`src/rtl/xlat_pkg.sv`:
```
package xlat_pkg;
  localparam int WAYS  = 4;
  localparam int WAY_W = 2;

  typedef logic [2:0] plru_t;

  // Victim way named by the tree bits.
  function automatic logic [WAY_W-1:0] plru_pick(input plru_t s);
    return s[0] ? {1'b1, s[2]} : {1'b0, s[1]};
  endfunction

  // Point the tree away from a way that was just used.
  function automatic plru_t plru_mark(input plru_t s, input logic [WAY_W-1:0] w);
    plru_t n;
    n    = s;
    n[0] = ~w[1];
    if (w[1]) n[2] = ~w[0];
    else      n[1] = ~w[0];
    return n;
  endfunction
endpackage

```
`src/rtl/xlat_plru.sv`:
```
module xlat_plru
  import xlat_pkg::*;
#(
  parameter int SET_W = 4
) (
  input  logic             clk,
  input  logic             rst,
  input  logic             fill_en,
  input  logic [SET_W-1:0] fill_set,
  input  logic [WAY_W-1:0] fill_way,
  input  logic             hit_en,
  input  logic [SET_W-1:0] hit_set,
  input  logic [WAY_W-1:0] hit_way,
  input  logic [SET_W-1:0] q_set,
  input  logic [WAYS-1:0]  q_valid,
  output logic [WAY_W-1:0] q_victim
);
  localparam int SETS = 1 << SET_W;

  plru_t st_q [SETS];

  always_ff @(posedge clk) begin
    if (rst) begin
      for (int s = 0; s < SETS; s++) st_q[s] <= '0;
    end else begin
      if (hit_en && !(fill_en && fill_set == hit_set))
        st_q[hit_set] <= plru_mark(st_q[hit_set], hit_way);
      if (fill_en)
        st_q[fill_set] <= plru_mark(st_q[fill_set], fill_way);
    end
  end

  // Lowest invalid way wins, otherwise the tree choice.
  always_comb begin
    q_victim = plru_pick(st_q[q_set]);
    for (int w = WAYS - 1; w >= 0; w--)
      if (!q_valid[w]) q_victim = WAY_W'(w);
  end
endmodule

```
`src/rtl/xlat_way_bank.sv`:
```
module xlat_way_bank #(
  parameter int SET_W   = 4,
  parameter int TAG_W   = 16,
  parameter int PTE_W   = 32,
  parameter int GLB_BIT = 8
) (
  input  logic             clk,
  input  logic             rst,
  input  logic             flush_all,
  input  logic             flush_task,
  input  logic             wr_en,
  input  logic [SET_W-1:0] wr_set,
  input  logic             wr_kind,
  input  logic [TAG_W-1:0] wr_tag,
  input  logic [PTE_W-1:0] wr_pte,
  input  logic [SET_W-1:0] a_set,
  output logic             a_valid,
  output logic             a_kind,
  output logic [TAG_W-1:0] a_tag,
  output logic [PTE_W-1:0] a_pte,
  input  logic [SET_W-1:0] b_set,
  output logic             b_valid,
  output logic             b_kind,
  output logic [TAG_W-1:0] b_tag,
  output logic [PTE_W-1:0] b_pte,
  input  logic [SET_W-1:0] c_set,
  output logic             c_valid,
  output logic             c_kind,
  output logic [TAG_W-1:0] c_tag
);
  localparam int SETS = 1 << SET_W;

  logic [SETS-1:0]  valid_q;
  logic             kind_q [SETS];
  logic [TAG_W-1:0] tag_q  [SETS];
  logic [PTE_W-1:0] pte_q  [SETS];

  // Valid bits: the write comes last so it beats a flush.
  always_ff @(posedge clk) begin
    if (rst) begin
      valid_q <= '0;
    end else begin
      for (int s = 0; s < SETS; s++)
        if (flush_all || (flush_task && !pte_q[s][GLB_BIT])) valid_q[s] <= 1'b0;
      if (wr_en) valid_q[wr_set] <= 1'b1;
    end
  end

  // Payload: write-only storage without reset.
  always_ff @(posedge clk) begin
    if (wr_en) begin
      kind_q[wr_set] <= wr_kind;
      tag_q[wr_set]  <= wr_tag;
      pte_q[wr_set]  <= wr_pte;
    end
  end

  assign a_valid = valid_q[a_set];
  assign a_kind  = kind_q[a_set];
  assign a_tag   = tag_q[a_set];
  assign a_pte   = pte_q[a_set];
  assign b_valid = valid_q[b_set];
  assign b_kind  = kind_q[b_set];
  assign b_tag   = tag_q[b_set];
  assign b_pte   = pte_q[b_set];
  assign c_valid = valid_q[c_set];
  assign c_kind  = kind_q[c_set];
  assign c_tag   = tag_q[c_set];
endmodule

```
`src/rtl/xlat_cache.sv`:
```
module xlat_cache
  import xlat_pkg::*;
#(
  parameter int VA_W    = 32,
  parameter int OFF_W   = 12,
  parameter int SET_W   = 4,
  parameter int DIR_W   = 10,
  parameter int PTE_W   = 32,
  parameter int GLB_BIT = 8
) (
  input  logic            clk,
  input  logic            rst,
  input  logic            flush_task,
  input  logic            flush_all,
  input  logic            lk_valid,
  input  logic [VA_W-1:0] lk_vaddr,
  output logic            lk_hit,
  output logic [VA_W-1:0] lk_paddr,
  output logic            lk_dir_hit,
  output logic [PTE_W-1:0] lk_dir_pte,
  input  logic            fill_en,
  input  logic            fill_is_dir,
  input  logic [VA_W-1:0] fill_vaddr,
  input  logic [PTE_W-1:0] fill_pte
);
  localparam int VPN_W  = VA_W - OFF_W;
  localparam int TAG_W  = VPN_W - SET_W;
  localparam int DIR_LO = VA_W - DIR_W;

  logic [SET_W-1:0] leaf_set, dir_set, f_set;
  logic [TAG_W-1:0] lk_tag, f_tag;
  logic [DIR_W-1:0] lk_dkey;

  assign leaf_set = lk_vaddr[OFF_W +: SET_W];
  assign dir_set  = lk_vaddr[DIR_LO +: SET_W];
  assign lk_tag   = lk_vaddr[VA_W-1 -: TAG_W];
  assign lk_dkey  = lk_vaddr[VA_W-1 -: DIR_W];
  assign f_set    = fill_is_dir ? fill_vaddr[DIR_LO +: SET_W] : fill_vaddr[OFF_W +: SET_W];
  assign f_tag    = fill_vaddr[VA_W-1 -: TAG_W];

  logic [WAYS-1:0]  a_valid, a_kind, b_valid, b_kind, c_valid, c_kind;
  logic [TAG_W-1:0] a_tag [WAYS];
  logic [TAG_W-1:0] b_tag [WAYS];
  logic [TAG_W-1:0] c_tag [WAYS];
  logic [PTE_W-1:0] a_pte [WAYS];
  logic [PTE_W-1:0] b_pte [WAYS];
  logic [WAYS-1:0]  leaf_match, dir_match, c_match;
  logic [WAY_W-1:0] victim, fill_way, hit_way;

  for (genvar gw = 0; gw < WAYS; gw++) begin : g_way
    xlat_way_bank #(
      .SET_W(SET_W), .TAG_W(TAG_W), .PTE_W(PTE_W), .GLB_BIT(GLB_BIT)
    ) u_bank (
      .clk       (clk),
      .rst       (rst),
      .flush_all (flush_all),
      .flush_task(flush_task),
      .wr_en     (fill_en && fill_way == WAY_W'(gw)),
      .wr_set    (f_set),
      .wr_kind   (fill_is_dir),
      .wr_tag    (f_tag),
      .wr_pte    (fill_pte),
      .a_set     (leaf_set),
      .a_valid   (a_valid[gw]),
      .a_kind    (a_kind[gw]),
      .a_tag     (a_tag[gw]),
      .a_pte     (a_pte[gw]),
      .b_set     (dir_set),
      .b_valid   (b_valid[gw]),
      .b_kind    (b_kind[gw]),
      .b_tag     (b_tag[gw]),
      .b_pte     (b_pte[gw]),
      .c_set     (f_set),
      .c_valid   (c_valid[gw]),
      .c_kind    (c_kind[gw]),
      .c_tag     (c_tag[gw])
    );

    assign leaf_match[gw] = lk_valid && a_valid[gw] && !a_kind[gw] && a_tag[gw] == lk_tag;
    assign dir_match[gw]  = lk_valid && b_valid[gw] && b_kind[gw] &&
                            b_tag[gw][TAG_W-1 -: DIR_W] == lk_dkey;
    assign c_match[gw]    = c_valid[gw] && (c_kind[gw] == fill_is_dir) &&
                            (fill_is_dir ? c_tag[gw][TAG_W-1 -: DIR_W] == f_tag[TAG_W-1 -: DIR_W]
                                         : c_tag[gw] == f_tag);
  end

  xlat_plru #(.SET_W(SET_W)) u_plru (
    .clk     (clk),
    .rst     (rst),
    .fill_en (fill_en),
    .fill_set(f_set),
    .fill_way(fill_way),
    .hit_en  (lk_hit),
    .hit_set (leaf_set),
    .hit_way (hit_way),
    .q_set   (f_set),
    .q_valid (c_valid),
    .q_victim(victim)
  );

  always_comb begin
    fill_way = victim;
    for (int w = 0; w < WAYS; w++)
      if (c_match[w]) fill_way = WAY_W'(w);
  end

  always_comb begin
    lk_hit     = |leaf_match;
    lk_dir_hit = |dir_match;
    lk_paddr   = '0;
    lk_dir_pte = '0;
    hit_way    = '0;
    for (int w = 0; w < WAYS; w++) begin
      if (leaf_match[w]) begin
        lk_paddr = {a_pte[w][PTE_W-1 -: VPN_W], lk_vaddr[OFF_W-1:0]};
        hit_way  = WAY_W'(w);
      end
      if (dir_match[w]) lk_dir_pte = b_pte[w];
    end
  end
endmodule

```
`config.mk`:
```
export PLATFORM = sky130hd
export DESIGN_NAME = xlat_cache
export DESIGN_NICKNAME = d
export VERILOG_FILES = /design/src/rtl/xlat_pkg.sv /design/src/rtl/xlat_plru.sv /design/src/rtl/xlat_way_bank.sv /design/src/rtl/xlat_cache.sv
export SDC_FILE = /design/constraint.sdc
export NUM_CORES = 2
export LEC_CHECK = 0
export BUFFER_PORTS_ARGS = -buffer_cell sky130_fd_sc_hd__buf_2
export CAP_MARGIN = 20
export CORE_MARGIN = 10
export CORE_UTILIZATION = 35
export DETAILED_ROUTE_END_ITERATION = 8
export SETUP_SLACK_MARGIN = 0.2
export SLEW_MARGIN = 20
export SYNTH_ARGS = -nofsm -noshare
export SYNTH_HDL_FRONTEND = slang
export SYNTH_SLANG_ARGS = --single-unit
```
`constraint.sdc`:
```
create_clock -name clk -period 9.2 [get_ports clk]
set_clock_uncertainty 0.1 [all_clocks]
set_input_delay 0.46 -clock clk [delete_from_list [all_inputs] [get_ports clk]]
set_output_delay 0.46 -clock clk [all_outputs]
set_load 0.01 [all_outputs]
```
==> run_results.csv <==
group,metric,value,unit
setup_path,path_max_fanout,37,
grt,globalRouteTotalUtil,21.6,%
layout,fin_nets,8295,
routing,drc,0,
floorplanning,dieHeight,682,microns
grt,grt_pass1_wl,725,mm
sta,period_needed,7.25,ns
synth,synth_cell_type_count,104,
setup_path,worst-path-buf-inv,6,
setup_path,crit-reg2reg-launch,"g_way[2].u_bank.tag_q[11][0]",
clock_network,worst_skew_pair.late_latency,0.96,ns
sta,unrepaired_setup_endpoints_after_global_routing,"false",
routing,drtPass1Iterations,9,
synth,synthesis.nets,8175,
grt,antenna_found_initial,31,
sta,max_slew_violations,0,
clock_network,numCtsBuffers,339,
routing,postRouteAntennaNets,0,
hold_path,path_category_of_the_worst_min_delay_check,"input port to register",
layout,drive_gt1_share,31.9,%
floorplanning,fp.dieArea,465000,sq um
synth,synth.top_cells.by_area,"edfxtp_1, mux4_2, a21o_1",
sta,setup_total_negative_slack,0,ns
routing,route.final.wire_length,519,mm
synth,number_of_synthesized_flops_with_an_enable_pin,3184,
place,numPortBuffers,156,
clock_network,tritoncts,"built",
sta,final_min_period_over_clock_period,78.8,%
clock_network,ctsHoldBuffers,10,
floorplanning,die_width,682,microns
floorplanning,fp-row-count,243,
layout,area_delta_synth_final,12.7,%
sta,setup_viol,0,
routing,dr.first_iter.drc_count,14900,
setup_path,cp_top_family,"simple AND/OR/NAND/NOR gates",
floorplanning,design.core.area,438000,sq um
place,postPlaceCellArea,162000,sq um
clock_network,cts.clk_slew.worst_paths,0.06,ns
place,dpl.cell_count,13600,
floorplanning,initial_core_util,35.1,%
outcome,failed_checks,"hold timing",
synth,post_synth_inst_count,8072,
setup_path,worstPathCellList,"buf_4 -> buf_4 -> nand3b_4 -> buf_4 -> and2_1 -> o22ai_1 -> o21a_1 -> nor4_2 -> buf_4 -> nand4_1 -> nor3_1 -> buf_4 -> nor2b_1 -> a21oi_2 -> a21boi_4 -> and3_4 -> buf_12",
sta,max-slew-margin-rel,16.6,%
grt,via_count_of_the_first_global_routing_pass,92600,
synth,synth.avg_cell_area,19.0,sq um
setup_path,crit_top_cell,"buf_4",
synth,synth_seq_cells,3248,
hold_path,hp_start,"fill_pte[8]",
setup_path,crit_path_start_kind,"input port",
setup_path,crit_path_end_kind,"register",
routing,vias,91200,
clock_network,htreeDepth,5,
setup_path,critical_path.startpoint,"fill_is_dir",
synth,synth.cell_area,153000,sq um
layout,layout.cells.most_common_list,"edfxtp_1, mux4_2, clkbuf_16, a21oi_1, a21o_1",
setup_path,worst_path_required,9.68,ns
clock_network,clockBufferDepth,4,
synth,synth_top_cell_area_share,62.3,%
setup_path,critical_path_class,"input port to register",
routing,detail_route.vias_per_cell,6.42,
power,power.density_cell_area,189,nW/um^2
synth,synth.largest_area_cell,"edfxtp_1",
synth,ffs_w_async_s_r_synth,0,%
layout,final_cell_area,173000,sq um
layout,layout.cells.most_common,"edfxtp_1",
setup_path,slowest_delay,0.80,ns
setup_path,cp_slowest_cell,"nor3_1",
grt,pin_count_of_the_biggest_net_entering_global_routing,157,
layout,fin_cells,14200,
synth,yosys_most_used_dff,"edfxtp_1",
sta,pin_slew_with_the_least_headroom_to_its_limit,1.24,ns
sta,maxClockFrequency,0.138,GHz
setup_path,crit_arrival,7.73,ns
sta,timing_hold_violations_final,47,
synth,ys.warnings.count,0,
clock_network,cells_resized_by_post_cts_repair,0,
clock_network,clk_root_buffer_cell,"clkbuf_16",
outcome,run_status,"finished, violations left",
power,ir_worst_vdd,0.172,mV
grt,gr-total-overflow,0,
floorplanning,io-pin-count,169,
synth,post_synthesis_sequential_area_ratio,63.2,%
power,total_leakage_power,53.4,nW
clock_network,post-cts-setup-buffer-count,0,
place,place.detailed.hpwl,290,mm
place,globalplace.congestion,0.900,
clock_network,clock_sinks,3248,
sta,fin_worst_hold_slack,-0.0266,ns
routing,detail_route.wl_per_cell,36.5,microns
flow_run,cap_viol_max_count,0,
[final timing paths]
| check | end | slack [ns] | cells past startpoint |
|---|---|---|---|
| setup reg to reg | u_plru.st_q[15][1] | 3.53 | 10 |
| setup / recovery | g_way[3].u_bank.tag_q[3][2] | 1.95 | 17 |
| hold / removal | g_way[0].u_bank.pte_q[9][8] | -0.03 | 1 |
| hold reg to reg | g_way[3].u_bank.valid_q[14] | 0.42 | 2 |
[report_power, final]
part	internal (mW)	switching, mW
clock network	7.62	5.90
registers	16.3	0.0260
logic	1.09	1.66
[registers in the layout, summed over array words and instances, names as in the netlist]
register	flops
g_way.u_bank.pte_q	2048
u_plru.st_q	48
g_way.u_bank.valid_q	64
g_way.u_bank.tag_q	1024
g_way.u_bank.kind_q	64
[cells in the mapped netlist (all sizes together), types with 74 or more instances]
cell    instances
o22ai         123
nand4          74
a41oi          77
clkbuf        230
o21ai         152
buf           451
edfxtp       3184
xnor2         113
mux2i         175
a21oi         316
a21o          302
inv           104
nand2         189
nor2          172
mux4         1590
[final cells by class]
| class | count | area, sq um |
|---|---|---|
| tap | 5757 | 7200 |
| timing repair buffer | 460 | 4520 |
| clock inverter | 175 | 1620 |
| clock buffer | 427 | 9040 |
| inverter | 105 | 402 |
| multi-input combinational | 4038 | 53200 |
| antenna | 8 | 20.0 |
| fill | 38700 | 265000 |
| sequential | 3248 | 96900 |
[kinds of logic (layout without fill, tap and decap cells)]
| logic type | count (synthesis) | count (layout) | share of synthesized area (%) |
|---|---|---|---|
| flip-flops | 3248 | 3248 | 63.2 |
| XOR/XNOR | 153 | 153 | 0.878 |
| multiplexers | 1836 | 1836 | 25.0 |
| buffers and inverters | 786 | 1167 | 2.53 |
| AND/OR/NAND/NOR | 753 | 753 | 2.60 |
| other | 0 | 8 | 0 |
| AO/OA/AOI/OAI | 1296 | 1296 | 5.82 |
[metrics by stage]
stage / hold slack [ns] / util, % / worst slack [ns] / power (mW)
final: -0.0266 / 39.5 / 1.95 / 32.6
after global routing: 0.000317 / 39.5 / 2.08 / 33.5
after CTS: 0.0494 / 39.5 / 2.22 / 32.7
after detailed placement: 0.406 / 37.0 / 1.29 / 19.3
after global placement: 0.394 / 37.0 / 1.40 / 19.3
after floorplan: 0.353 / - / 1.53 / 18.4
[routing by layer]
layer | routed length [microns] | GRT usage [%]
met1 | 195000 | 29.2
met2 | 239000 | 33.7
met3 | 62500 | 5.63
met4 | 22800 | 8.20
met5 | 36 | 0
No activity file was read; power rests on OpenSTA's default activity.
